===== config.mk =====
export PLATFORM = sky130hd
export DESIGN_NAME = hbridge_pwm_gates
export DESIGN_NICKNAME = d
export VERILOG_FILES = /design/src/rtl/hbg_pkg.sv /design/src/rtl/hbg_counter.sv /design/src/rtl/hbg_oneshot.sv /design/src/rtl/hbridge_pwm_gates.sv
export SDC_FILE = /design/constraint.sdc
export NUM_CORES = 1
export LEC_CHECK = 0
export ABC_AREA = 1
export BUFFER_PORTS_ARGS = -buffer_cell sky130_fd_sc_hd__buf_2
export CAP_MARGIN = 20
export CORE_ASPECT_RATIO = 0.5
export CORE_MARGIN = 1.5
export CORE_UTILIZATION = 28
export CTS_CLUSTER_DIAMETER = 120
export DETAILED_ROUTE_END_ITERATION = 6
export HOLD_SLACK_MARGIN = 0.03
export PLACE_DENSITY = 0.4
export SLEW_MARGIN = 20
export SYNTH_ARGS = -nofsm -noshare
export SYNTH_HDL_FRONTEND = slang
export SYNTH_HIERARCHICAL = 1
export SYNTH_SLANG_ARGS = --single-unit

===== constraint.sdc =====
create_clock -name clk -period 3.8 [get_ports clk]
set_input_delay 0.57 -clock clk [delete_from_list [all_inputs] [get_ports clk]]
set_output_delay 0.57 -clock clk [all_outputs]
set_load 0.03 [all_outputs]

===== src/rtl/hbg_pkg.sv =====
package hbg_pkg;

  // States of the second-pair one-shot
  typedef enum logic [1:0] {
    OS_IDLE = 2'd0,
    OS_GAP  = 2'd1,
    OS_HIGH = 2'd2
  } os_state_t;

endpackage


===== src/rtl/hbg_counter.sv =====
module hbg_counter #(
  parameter int CNT_W = 8
) (
  input  logic             clk,
  input  logic             rst,
  input  logic             tick,
  input  logic [CNT_W:0]   duty_in,
  output logic [CNT_W:0]   duty_q,
  output logic             pwm_now,
  output logic             pwm_q
);

  logic [CNT_W-1:0] cnt;
  logic             wrap;

  assign wrap    = tick && (cnt == '1);
  assign pwm_now = ({1'b0, cnt} < duty_q);

  always_ff @(posedge clk) begin
    if (rst) begin
      cnt    <= '0;
      duty_q <= '0;
      pwm_q  <= 1'b0;
    end else begin
      if (tick) cnt <= cnt + 1'b1;
      if (wrap) duty_q <= duty_in;
      pwm_q <= pwm_now;
    end
  end

  AST_CNT_HOLD: assert property (@(posedge clk) disable iff (rst)
    !tick |=> $stable(cnt));
  AST_CNT_WRAP: assert property (@(posedge clk) disable iff (rst)
    (tick && cnt == '1) |=> (cnt == '0));
  AST_DUTY_HOLD: assert property (@(posedge clk) disable iff (rst)
    !(tick && cnt == '1) |=> $stable(duty_q));

endmodule


===== src/rtl/hbg_oneshot.sv =====
module hbg_oneshot
  import hbg_pkg::*;
#(
  parameter int W = 7
) (
  input  logic         clk,
  input  logic         rst,
  input  logic         tick,
  input  logic         pwm_now,
  input  logic         pwm_q,
  input  logic [W-1:0] width,
  output logic         pulse_q
);

  localparam logic [W-1:0] FULL = '1;

  os_state_t    st, nst;
  logic [W-1:0] rem, nrem;
  logic [W-1:0] wid_q, nwid;

  always_comb begin
    nst  = st;
    nrem = rem;
    nwid = wid_q;
    if (pwm_now) begin
      nst  = OS_IDLE;
      nrem = '0;
    end else if (pwm_q) begin
      nwid = width;
      if (width == '0) begin
        nst  = OS_IDLE;
        nrem = '0;
      end else if (width == FULL) begin
        nst  = OS_HIGH;
        nrem = width;
      end else begin
        nst  = OS_GAP;
        nrem = FULL - width;
      end
    end else if (tick) begin
      case (st)
        OS_GAP: begin
          if (rem == W'(1)) begin
            nst  = OS_HIGH;
            nrem = wid_q;
          end else begin
            nrem = rem - 1'b1;
          end
        end
        OS_HIGH: begin
          if (rem == W'(1)) begin
            nst  = OS_IDLE;
            nrem = '0;
          end else begin
            nrem = rem - 1'b1;
          end
        end
        default: begin
          nst  = OS_IDLE;
          nrem = '0;
        end
      endcase
    end
  end

  always_ff @(posedge clk) begin
    if (rst) begin
      st      <= OS_IDLE;
      rem     <= '0;
      wid_q   <= '0;
      pulse_q <= 1'b0;
    end else begin
      st      <= nst;
      rem     <= nrem;
      wid_q   <= nwid;
      pulse_q <= (nst == OS_HIGH);
    end
  end

  AST_ABORT_ON_A: assert property (@(posedge clk) disable iff (rst)
    pwm_now |=> !pulse_q);
  AST_ZERO_WIDTH: assert property (@(posedge clk) disable iff (rst)
    (pwm_q && !pwm_now && width == '0) |=> !pulse_q);
  AST_REM_LIVE: assert property (@(posedge clk) disable iff (rst)
    (st != OS_IDLE) |-> (rem != '0));
  AST_RISE_A_LOW: assert property (@(posedge clk) disable iff (rst)
    $rose(pulse_q) |-> !pwm_q);

endmodule


===== src/rtl/hbridge_pwm_gates.sv =====
module hbridge_pwm_gates #(
  parameter int CNT_W = 8
) (
  input  logic           clk,
  input  logic           rst,
  input  logic           tick,
  input  logic [CNT_W:0] duty,
  output logic           gate_a,
  output logic           gate_b
);

  localparam int            HW     = CNT_W - 1;
  localparam logic [HW-1:0] HALF_V = '1;

  logic [CNT_W:0] duty_q;
  logic           pwm_now;
  logic           pwm_q;
  logic [HW-1:0]  width_c;
  logic           pulse_q;

  hbg_counter #(.CNT_W(CNT_W)) u_cnt (
    .clk     (clk),
    .rst     (rst),
    .tick    (tick),
    .duty_in (duty),
    .duty_q  (duty_q),
    .pwm_now (pwm_now),
    .pwm_q   (pwm_q)
  );

  // Clamp the duty to half scale so the gap never underflows
  always_comb begin
    if (duty_q > {2'b00, HALF_V}) width_c = HALF_V;
    else                          width_c = duty_q[HW-1:0];
  end

  hbg_oneshot #(.W(HW)) u_os (
    .clk     (clk),
    .rst     (rst),
    .tick    (tick),
    .pwm_now (pwm_now),
    .pwm_q   (pwm_q),
    .width   (width_c),
    .pulse_q (pulse_q)
  );

  assign gate_a = pwm_q;
  assign gate_b = pulse_q;

  AST_GATE_EXCL: assert property (@(posedge clk) disable iff (rst)
    !(gate_a && gate_b));
  AST_RESET_LOW: assert property (@(posedge clk)
    rst |=> (!gate_a && !gate_b));

endmodule


==> key figures, run 1 <==
Synth
  – Sequential fraction of the synthesis area: 0.325
  – Simple-Gate Fraction of Synth Area: 0.365
  – Cell taking the most area after synthesis: dfxtp_1
  – Mean Syn Cell Area: 6.40 µm²
  – Fraction of synthesized cell area in xor and xnor cells: 0.00812
  – Mux share of post-synthesis cell area: 0
  – Syn Nets: 361
  – Syn Inst Count: 337
  – Largest family of logic cells by synthesized area: simple AND/OR/NAND/NOR gates
  – Yosys warning count: 6
  – Top-area cell type share of the netlist area: 0.325
  – Syn Std Cell Area: 2160 µm²
  – Compound-gate portion of the synthesized area: 0.108
  – Synth cell types: 27
  – Ranking of synthesized cells by area: dfxtp_1 32%, nand2_1 15%, inv_1 11%
  – Post-Synth Adder-Cell Area: 0.0696
  – Number of synthesized register bits: 35

Power and ir drop
  – PwrDens: 387 nW/µm²
  – Worst vdd ir: 128 µV
  – Pleak: 0.00122 µW

Global route
  – Vias in the first global route: 1901
  – Overall Global Routing Usage: 0.143
  – GRT overflow: 0
  – Largest net degree at the start of global routing: 19
  – Initial antenna violation count: 0
  – First-pass GRT wire length: 9.22 mm

Routing
  – Iter 0 DRT Violations: 66
  – Drt drc: 0
  – Via density per instance: 4.37
  – Routed wire length: 5.19 mm
  – Post-route ant nets: 0
  – DR pass1 iterations: 4
  – Routed len/inst: 11.6 µm
  – Via count: 1959

Critical path
  – Crit path cell chain: inv_1, ha_1, nand2_1, nor2_1, nand3_1, nand3_1, inv_1, nor2_1, inv_1, o21ai_0, inv_1, nor2_1
  – Crit path top cell by count: inv_1
  – Cell family with most CP delay: simple AND/OR/NAND/NOR gates
  – Worst setup EP type: flop
  – WS Path Type: flop to flop
  – Delay of the slowest cell on the worst path: 480 ps
  – Arr. time, crit path: 2620 ps
  – CP max FO: 11
  – Startpoint types: flop
  – Data required time at the worst endpoint: 4020 ps
  – CP max-delay cell: nor2_1
  – Buf/Inv on CP: 4

Timing
  – Worst Slack Setup Final: 1390 ps
  – Final Cycle Share: 0.633
  – Slew Limit Fails: 0
  – RSZ-0062 raised after global routing: false
  – Tmin final: 2410 ps
  – Worst-Margin Slew: 594 ps
  – Fmax: 0.416 GHz
  – Setup Skew: 3.48 ps
  – Hold Fails Final Rpt: 0
  – Worst slew margin: 0.603
  – Setup Viol. Count Final: 0
  – TNS Setup: 0 ps

Clock network
  – Clock Sinks: 35
  – CTS hold repair buffers: 0
  – CTS root buffer: clkbuf_16
  – Post-CTS Setup Repair Bufs: 0
  – TritonCTS clock tree: yes
  – Clock buffer depth: 2
  – Clk_lat worst skew: 280 ps
  – # resized after CTS: 0
  – H-tree lvl count: 2
  – CTS clk-pin slew, worst paths: 60 ps
  – Total CTS buffers: 5

Floorplanning
  – Starting Density: 0.291
  – Rows: 22
  – Area of the core: 7400 µm²
  – Die Height: 65.1 µm
  – Die X: 127 µm
  – # IOs: 14
  – Die ar.: 8280 µm²

Place
  – Port bufs: 13
  – GP Congestion: 0.767
  – Hpwl dp: 4.07 mm
  – Pre-CTS WS: 1410 ps

Layout
  – Ant. Diodes: 0
  – Reg area: 701 µm²
  – Area grow syn2layout: 13.9%
  – Fin nets: 375
  – Multi-input gate area: 1190 µm²
  – Share of post-route cells with drive strength above 1: 0.0909
  – # fillers: 817

Status
  – Status: finished clean

Worst hold path
  – Worst min-delay path class: flop to flop

Run
  – Max Cap Violations: 0
-- Yosys cell counts (all sizes together) --
library cell	n
nand2	88
inv	61
nor2	60
dfxtp	35
nand3	21
a21oi	17
o21ai	13
ha	12
a211oi	7
buf	6
nand4	5
nand3b	2
nor3	2
or2	2
a21boi	1
o211ai	1
o21a	1
o31ai	1
xnor2	1
xor2	1
-- cell type report --
type	instances	area share
well taps	96	0.0489
multi-input cells	235	0.483
inverters	61	0.0931
flip-flops and latches	35	0.285
repair buffers	13	0.0265
clock buffers	8	0.0636
-- cells in the final DEF, fill, tap and decap left out --
master / count
a211oi_1: 7
a21boi_0: 1
a21oi_1: 17
buf_2: 13
clkbuf_1: 1
clkbuf_16: 5
clkbuf_8: 2
dfxtp_1: 35
ha_1: 12
inv_1: 61
nand2_1: 85
nand2_2: 3
nand3_1: 21
nand3b_1: 1
nand3b_4: 1
nand4_1: 5
nor2_1: 53
nor2_2: 3
nor2_4: 4
nor3_1: 2
o211ai_1: 1
o21a_1: 1
o21ai_0: 13
o31ai_1: 1
or2_0: 1
or2_2: 1
xnor2_1: 1
xor2_1: 1
-- power by group --
group	switching, µW	total [µW]	internal [µW]
clock network	152	431	279
registers	13.0	395	382
logic	80.8	125	44.1
-- through the flow --
| stage | instances | util | area, µm² | total power (µW) | hold slack (ps) |
|---|---|---|---|---|---|
| after detailed placement | 440 | 0.311 | 2300 | 529 | 493 |
| after global placement | 440 | 0.311 | 2300 | 528 | 492 |
| final | 448 | 0.332 | 2460 | 951 | 501 |
| after floorplan | 337 | - | 2160 | 496 | 440 |
| after CTS | 448 | 0.332 | 2460 | 966 | 502 |
| after global routing | 448 | 0.332 | 2460 | 1010 | 522 |
-- layer usage --
layer | GRT usage | up-vias | share of wire
li1 | - | 1077 | -
met1 | 0.182 | 866 | 0.53
met2 | 0.245 | 14 | 0.44
met3 | 0.0372 | 2 | 0.026
met4 | 0.0341 | 0 | 0.0044
met5 | 0 | - | 0
-- tightest hold or removal path, cell delays in order, from the launching register on --
cell and delay, ps:
dfxtp_1 310, nor2_1 100, a211oi_1 50
-- sequential cells by signal, indices dropped and copies added, names as in the netlist --
name	cells
u_cnt/cnt	8
u_cnt/duty_q	9
u_cnt/pwm_q	1
u_os/pulse_q	1
u_os/rem	7
u_os/st	2
u_os/wid_q	7
-- kinds of logic (layout without fill, tap and decap cells) --
group	after synthesis	in the layout
and+or+nand+nor	180	180
buffers and inverters	67	82
AOI/OAI and AO/OA	41	41
DFF	35	35
adders and majority gates	12	12
xor gates and xnor gates	2	2
-- final timing paths --
check                                    start  slack [ps]  cells after the start                    endpoint
setup / recovery  u_cnt/duty_q[7]$_SDFFE_PP0P_        1390                     12       u_os/st[0]$_SDFF_PP0_
hold reg to reg     u_os/wid_q[6]$_SDFFE_PP0P_         500                      2  u_os/wid_q[6]$_SDFFE_PP0P_
hold / removal      u_os/wid_q[6]$_SDFFE_PP0P_         500                      2  u_os/wid_q[6]$_SDFFE_PP0P_
setup reg to reg  u_cnt/duty_q[7]$_SDFFE_PP0P_        1390                     12       u_os/st[0]$_SDFF_PP0_
Note: power is estimated with default switching activity, not from simulation.
==> inputs of run 2 (changes only) <==
--- a/config.mk
+++ b/config.mk
@@ -14,7 +14,7 @@
 export CTS_CLUSTER_DIAMETER = 120
 export DETAILED_ROUTE_END_ITERATION = 6
 export HOLD_SLACK_MARGIN = 0.03
-export PLACE_DENSITY = 0.4
+export PLACE_DENSITY = 0.41
 export SLEW_MARGIN = 20
 export SYNTH_ARGS = -nofsm -noshare
 export SYNTH_HDL_FRONTEND = slang
==> constraint.sdc (replaced) <==
create_clock -name clk -period 2.2 [get_ports clk]
set_input_delay 0.33 -clock clk [delete_from_list [all_inputs] [get_ports clk]]
set_output_delay 0.33 -clock clk [all_outputs]
set_load 0.03 [all_outputs]
==> run 2 against run 1 <==
Effect of this change: clock-buffer cell count down 3; non-clock buffer count is 1 higher; sequential share of layout area about the same; sequential power is 73% higher; global-route usage is essentially flat; via count rose by 1.9%; first-iteration DRC count increased by 4.5%; total power is 66% higher; flip-flop and latch count stayed put; clock power increased by 58%.
==> key figures, run 2 (synthesis results as in run 1) <==
Status
  – Status: finished clean (unchanged)

Clock network
  – H-tree lvl count: 2 (unchanged)
  – Post-CTS Setup Repair Bufs: 0 (unchanged)
  – Clk_lat worst skew: 280 ps (about the same)
  – Clock buffer depth: 2 (unchanged)
  – Total CTS buffers: 5 (unchanged)
  – CTS clk-pin slew, worst paths: 50 ps (was 60 ps)
  – CTS hold repair buffers: 0 (unchanged)
  – CTS root buffer: clkbuf_16 (unchanged)
  – TritonCTS clock tree: yes (unchanged)
  – Clock Sinks: 35 (unchanged)

Layout
  – Ant. Diodes: 0 (unchanged)
  – Top Registers: u_cnt/duty_q x9, u_cnt/cnt x8 (unchanged)
  – Commonest non-fill, non-tap cell in the layout: nand2_1 (unchanged)
  – Layout Cells excl Fill: 449 (was 448)
  – Number of flip-flops in the largest register: 9 (unchanged)
  – Share of post-route cells with drive strength above 1: 0.0992 (was 0.0909)
  – Multi-input gate area: 1190 µm² (about the same)
  – Commonest non-fill, non-tap cells in the layout: 85 x nand2_1, 61 x inv_1, 52 x nor2_1 (was 85 x nand2_1, 61 x inv_1, 53 x nor2_1)
  – # fillers: 831 (was 817)
  – Final Core Density: 0.332 (about the same)
  – Reg area: 701 µm² (unchanged)
  – Fin nets: 376 (was 375)
  – Biggest register: u_cnt/duty_q (unchanged)
  – Area grow syn2layout: 13.9% (about the same)

Power and ir drop
  – Power Internal: 1150 µW (was 705 µW)
  – Sw frac: 0.273 (was 0.258)
  – P_sw: 432 µW (was 246 µW)
  – PwrDens: 644 nW/µm² (was 387 nW/µm²)
  – Power share of the clock group: 0.429 (was 0.453)
  – Pleak: 0.00122 µW (about the same)
  – Comb power frac: 0.139 (was 0.131)
  – Seq pwr share: 0.432 (was 0.416)
  – Worst vdd ir: 250 µV (was 128 µV)

Global route
  – Largest net degree at the start of global routing: 19 (unchanged)
  – Overall Global Routing Usage: 0.143 (about the same)
  – Vias in the first global route: 1853 (was 1901)
  – Initial antenna violation count: 0 (unchanged)
  – First-pass GRT wire length: 9.14 mm (was 9.22 mm)
  – GRT overflow: 0 (unchanged)

Worst hold path
  – Hold Path Sink: u_cnt/duty_q[6]$_SDFFE_PP0P_ (was u_os/wid_q[6]$_SDFFE_PP0P_)
  – Hold path depth: 3 (was 2)
  – Hold Crit Start: duty[6] (was u_os/wid_q[6]$_SDFFE_PP0P_)
  – Worst min-delay path class: primary input to flop (was flop to flop)

Critical path
  – Worst R2R Setup Slack: 280 ps (was 1390 ps)
  – Data required time at the worst endpoint: 2420 ps (was 4020 ps)
  – CP max FO: 6 (was 11)
  – Arr. time, crit path: 2140 ps (was 2620 ps)
  – Startpoint types: flop (unchanged)
  – Worst setup EP type: flop (unchanged)
  – Reg2reg end: u_os/rem[3]$_SDFFE_PP0P_ (was u_os/st[0]$_SDFF_PP0_)
  – Reg2reg path depth: 12 (unchanged)
  – WS Path Type: flop to flop (unchanged)
  – Worst flop-to-flop path startpoint: u_cnt/duty_q[7]$_SDFFE_PP0P_ (unchanged)

Place
  – GP Congestion: 0.762 (was 0.767)
  – Port bufs: 13 (unchanged)
  – Placed Cells: 441 (was 440)
  – Hpwl dp: 4.14 mm (was 4.07 mm)

Timing
  – Setup Viol. Count Final: 0 (unchanged)
  – Final Hold Slack: 274 ps (was 501 ps)
  – Worst slew margin: 0.680 (was 0.603)
  – Fmax: 0.520 GHz (was 0.416 GHz)
  – Slew Limit Fails: 0 (unchanged)
  – Setup Skew: 2.87 ps (was 3.48 ps)
  – Tmin final: 1920 ps (was 2410 ps)
  – RSZ-0062 raised after global routing: false (unchanged)
  – Final Cycle Share: 0.875 (was 0.633)
  – Hold Fails Final Rpt: 0 (unchanged)
  – Worst-Margin Slew: 479 ps (was 594 ps)
  – TNS Setup: 0 ps (unchanged)

Routing
  – DR pass1 iterations: 5 (was 4)
  – Via density per instance: 4.45 (was 4.37)
  – Drt drc: 0 (unchanged)
  – Iter 0 DRT Violations: 69 (was 66)
  – Routed wire length: 5.25 mm (was 5.19 mm)
  – Routed len/inst: 11.7 µm (was 11.6 µm)
  – Post-route ant nets: 0 (unchanged)
  – Via count: 1997 (was 1959)

Floorplanning
  – Die ar.: 8280 µm² (unchanged)
  – # IOs: 14 (unchanged)
  – Rows: 22 (unchanged)
  – Area of the core: 7400 µm² (unchanged)
  – Die Height: 65.1 µm (unchanged)
  – Starting Density: 0.291 (unchanged)
  – Die X: 127 µm (unchanged)

Run
  – Max Cap Violations: 0 (unchanged)
run 2: final cells by class:
| cell class | count | share of cell area |
|---|---|---|
| Inverter | 61 | 0.0932 |
| Timing Repair Buffer | 14 | 0.0295 |
| Clock inverter | 3 | 0.00611 |
| Clock buffer | 5 | 0.0509 |
| Multi-Input combinational cell | 235 | 0.486 |
| Sequential cell | 35 | 0.285 |
| Tap cell | 96 | 0.0489 |
run 2: worst max-delay path by stage:
stage,start,slack [ps],cells past startpoint,end
2_1_floorplan,u_cnt/duty_q[7]$_SDFFE_PP0P_,460,12,u_os/rem[3]$_SDFFE_PP0P_
3_3_place_gp,u_cnt/duty_q[7]$_SDFFE_PP0P_,250,12,u_os/rem[3]$_SDFFE_PP0P_
3_5_place_dp,u_cnt/duty_q[7]$_SDFFE_PP0P_,200,12,u_os/rem[3]$_SDFFE_PP0P_
4_1_cts,u_cnt/duty_q[7]$_SDFFE_PP0P_,180,12,u_os/rem[3]$_SDFFE_PP0P_
5_1_grt,u_cnt/duty_q[7]$_SDFFE_PP0P_,40,12,u_os/rem[3]$_SDFFE_PP0P_
6_report,u_cnt/duty_q[7]$_SDFFE_PP0P_,280,12,u_os/rem[3]$_SDFFE_PP0P_
run 2: power by group through the flow:
stage | Clock [µW] | Combinational, µW | Sequential, µW
2_1_floorplan | 0 | 164 | 692
3_3_place_gp | 0 | 218 | 698
3_5_place_dp | 0 | 220 | 697
4_1_cts | 701 | 221 | 684
5_1_grt | 735 | 256 | 686
6_report | 679 | 221 | 684
run 2: per-stage QoR:
stage | setup slack, ps | power, µW | cell area [µm²]
6_report | 276 | 1580 | 2460
4_1_cts | 181 | 1610 | 2450
5_1_grt | 43.3 | 1680 | 2460
2_1_floorplan | 456 | 857 | 2160
3_5_place_dp | 202 | 917 | 2310
3_3_place_gp | 247 | 916 | 2310
run 2: critical path: stages, from the launching register on:
cell	delay (ps)
dfxtp_1	360
inv_1	70
ha_1	300
nand2_1	60
nor2_2	100
nand3_1	80
nand3_1	130
inv_1	110
nor2_4	170
inv_1	90
o31ai_1	220
inv_1	70
nor2_1	100
run 2: what timing repair did:
item                                   CTS  global route
endpoints found under the hold margin    0             0
gates resized for setup                  0             3
setup endpoints to repair                0             2
run 2: routing by layer:
| metal | vias up | wire [µm] | GRT usage |
|---|---|---|---|
| li1 | 1082 | - | - |
| met1 | 879 | 2710 | 0.192 |
| met2 | 30 | 2300 | 0.228 |
| met3 | 6 | 170 | 0.0322 |
| met4 | 0 | 74 | 0.0497 |
| met5 | - | 0 | 0 |
==> inputs of run 3 (changes only) <==
--- a/config.mk
+++ b/config.mk
@@ -9,13 +9,13 @@
 export BUFFER_PORTS_ARGS = -buffer_cell sky130_fd_sc_hd__buf_2
 export CAP_MARGIN = 20
 export CORE_ASPECT_RATIO = 0.5
-export CORE_MARGIN = 1.5
+export CORE_MARGIN = 2
 export CORE_UTILIZATION = 28
 export CTS_CLUSTER_DIAMETER = 120
 export DETAILED_ROUTE_END_ITERATION = 6
+export GPL_ROUTABILITY_DRIVEN = 1
 export HOLD_SLACK_MARGIN = 0.03
 export PLACE_DENSITY = 0.41
-export SLEW_MARGIN = 20
 export SYNTH_ARGS = -nofsm -noshare
 export SYNTH_HDL_FRONTEND = slang
 export SYNTH_HIERARCHICAL = 1
==> run 3 against run 2 <==
Effect of this change: first-iteration DRC count shrank 25%; clock-buffer cell count up 2; total power is 0.53% lower; worst setup slack worse by 40 ps; hold slack better by 3.0 ps; largest power group unchanged; highest routed layer unchanged.
==> key figures, run 3 (synthesis results as in run 1) <==
Routing
  – Routed len/inst: 11.5 µm (was 11.7 µm)
  – Iter 0 DRT Violations: 52 (was 69)
  – Via density per instance: 4.41 (was 4.45)
  – Drt drc: 0 (unchanged)
  – DR pass1 iterations: 4 (was 5)
  – Via count: 1982 (was 1997)
  – Post-route ant nets: 0 (unchanged)
  – Routed wire length: 5.15 mm (was 5.25 mm)

Power and ir drop
  – Power Internal: 1160 µW (was 1150 µW)
  – Power share of the clock group: 0.426 (was 0.429)
  – Pleak: 0.00122 µW (about the same)
  – Worst vdd ir: 222 µV (was 250 µV)
  – P_sw: 418 µW (was 432 µW)
  – Seq pwr share: 0.434 (was 0.432)
  – PwrDens: 641 nW/µm² (was 644 nW/µm²)
  – Sw frac: 0.265 (was 0.273)
  – Comb power frac: 0.139 (about the same)

Layout
  – Number of flip-flops in the largest register: 9 (unchanged)
  – Biggest register: u_cnt/duty_q (unchanged)
  – Area grow syn2layout: 13.7% (was 13.9%)
  – Reg area: 701 µm² (unchanged)
  – Top Registers: u_cnt/duty_q x9, u_cnt/cnt x8 (unchanged)
  – # fillers: 841 (was 831)
  – Multi-input gate area: 1190 µm² (unchanged)
  – Ant. Diodes: 0 (unchanged)
  – Share of post-route cells with drive strength above 1: 0.0935 (was 0.0992)
  – Final instance area: 2450 µm² (was 2460 µm²)
  – Commonest non-fill, non-tap cell in the layout: nand2_1 (unchanged)
  – Commonest non-fill, non-tap cells in the layout: 85 x nand2_1, 61 x inv_1, 52 x nor2_1 (unchanged)
  – Fin nets: 376 (unchanged)

Place
  – GP Congestion: 0.792 (was 0.762)
  – Hpwl dp: 4.04 mm (was 4.14 mm)
  – Port bufs: 13 (unchanged)
  – Pre-CTS WS: 198 ps (was 202 ps)
  – Cell area after placement: 2310 µm² (unchanged)

Clock network
  – CTS clk-pin slew, worst paths: 50 ps (about the same)
  – CTS hold repair buffers: 0 (unchanged)
  – Clock Sinks: 35 (unchanged)
  – Clock buffer depth: 2 (unchanged)
  – Total CTS buffers: 5 (unchanged)
  – Post-CTS Setup Repair Bufs: 0 (unchanged)
  – CTS root buffer: clkbuf_16 (unchanged)
  – H-tree lvl count: 2 (unchanged)
  – TritonCTS clock tree: yes (unchanged)
  – Clk_lat worst skew: 280 ps (about the same)

Worst hold path
  – Hold Crit Start: duty[1] (was duty[6])
  – Worst min-delay path class: primary input to flop (unchanged)
  – Hold Path Sink: u_cnt/duty_q[1]$_SDFFE_PP0P_ (was u_cnt/duty_q[6]$_SDFFE_PP0P_)
  – Hold path depth: 3 (unchanged)

Global route
  – GRT overflow: 0 (unchanged)
  – Initial antenna violation count: 0 (unchanged)
  – Overall Global Routing Usage: 0.135 (was 0.143)
  – Vias in the first global route: 1921 (was 1853)
  – Largest net degree at the start of global routing: 19 (unchanged)
  – First-pass GRT wire length: 8.90 mm (was 9.14 mm)

Critical path
  – Worst R2R Setup Slack: 240 ps (was 280 ps)
  – Data required time at the worst endpoint: 2420 ps (about the same)
  – Worst setup EP type: flop (unchanged)
  – Arr. time, crit path: 2180 ps (was 2140 ps)
  – Worst flop-to-flop path startpoint: u_cnt/duty_q[7]$_SDFFE_PP0P_ (unchanged)
  – Reg2reg end: u_os/rem[3]$_SDFFE_PP0P_ (unchanged)
  – CP max FO: 6 (unchanged)
  – Reg2reg path depth: 12 (unchanged)
  – WS Path Type: flop to flop (unchanged)
  – Startpoint types: flop (unchanged)

Timing
  – Worst-Margin Slew: 504 ps (was 479 ps)
  – TNS Setup: 0 ps (unchanged)
  – Tmin final: 1960 ps (was 1920 ps)
  – Slew Limit Fails: 0 (unchanged)
  – Setup Skew: 3.00 ps (was 2.87 ps)
  – Hold Fails Final Rpt: 0 (unchanged)
  – Final Hold Slack: 277 ps (was 274 ps)
  – RSZ-0062 raised after global routing: false (unchanged)
  – Fmax: 0.509 GHz (was 0.520 GHz)
  – Worst slew margin: 0.663 (was 0.680)
  – Setup Viol. Count Final: 0 (unchanged)
  – Final Cycle Share: 0.893 (was 0.875)
  – Worst Slack Setup Final: 236 ps (was 276 ps)

Run
  – Max Cap Violations: 0 (unchanged)

Floorplanning
  – # IOs: 14 (unchanged)
  – Rows: 22 (unchanged)
  – Area of the core: 7400 µm² (unchanged)
  – Starting Density: 0.291 (unchanged)
  – Die X: 128 µm (was 127 µm)
  – Die Height: 66.1 µm (was 65.1 µm)
  – Die ar.: 8470 µm² (was 8280 µm²)

Status
  – Status: finished clean (unchanged)
## run 3: cell count changes in the layout (fill, tap and decap cells not counted), sizes merged
cell and delta:
clkinv -2, clkbuf +2
## run 3: area by class of cell
type / count / area share
inverters: 61 / 0.0933
clock inverters: 1 / 0.00204
flip-flops and latches: 35 / 0.285
clock buffers: 7 / 0.0540
repair buffers: 14 / 0.0296
well taps: 96 / 0.0489
multi-input cells: 235 / 0.487
## run 3: metal layers
layer	track usage	vias to the layer above	wire length, µm
met5	0	-	0
met4	0.0591	0	115
met3	0.0283	11	126
met2	0.222	29	2210
met1	0.172	862	2700
li1	-	1080	-
## run 3: worst max path at each step
stage                                       startpoint                  endpoint  slack, ps  cells past startpoint
after detailed placement  u_cnt/duty_q[7]$_SDFFE_PP0P_  u_os/rem[3]$_SDFFE_PP0P_        200                     12
after global routing      u_cnt/duty_q[7]$_SDFFE_PP0P_  u_os/rem[3]$_SDFFE_PP0P_         10                     12
final                     u_cnt/duty_q[7]$_SDFFE_PP0P_  u_os/rem[3]$_SDFFE_PP0P_        240                     12
after floorplan           u_cnt/duty_q[7]$_SDFFE_PP0P_  u_os/rem[3]$_SDFFE_PP0P_        460                     12
after global placement    u_cnt/duty_q[5]$_SDFFE_PP0P_  u_os/rem[3]$_SDFFE_PP0P_        260                     12
after CTS                 u_cnt/duty_q[7]$_SDFFE_PP0P_  u_os/rem[3]$_SDFFE_PP0P_        160                     12
## run 3: worst max-delay path: stages, from the launching register on
cell     delay [ps]
dfxtp_1         370
inv_1            70
ha_1            300
nand2_1          70
nor2_2          100
nand3_1          80
nand3_1         140
inv_1           120
nor2_4          170
inv_1           100
o31ai_1         240
inv_1            60
nor2_1           90
## run 3: power groups by stage
stage / clock network, µW / registers, µW / logic (µW)
floorplan: 0 / 692 / 164
global placement: 0 / 697 / 218
detailed placement: 0 / 697 / 218
CTS: 696 / 683 / 219
global route: 730 / 686 / 259
finish: 671 / 683 / 220
## run 3: stage by stage
stage / cells / power, µW / util
after floorplan: 337 / 857 / -
after global placement: 441 / 915 / 0.312
after detailed placement: 441 / 915 / 0.312
after CTS: 449 / 1600 / 0.331
after global routing: 449 / 1680 / 0.332
final: 449 / 1570 / 0.332
## run 3: repair_timing
item	CTS	global route
endpoints found under the setup margin	0	4
gates resized for setup	0	3
endpoints found under the hold margin	0	0
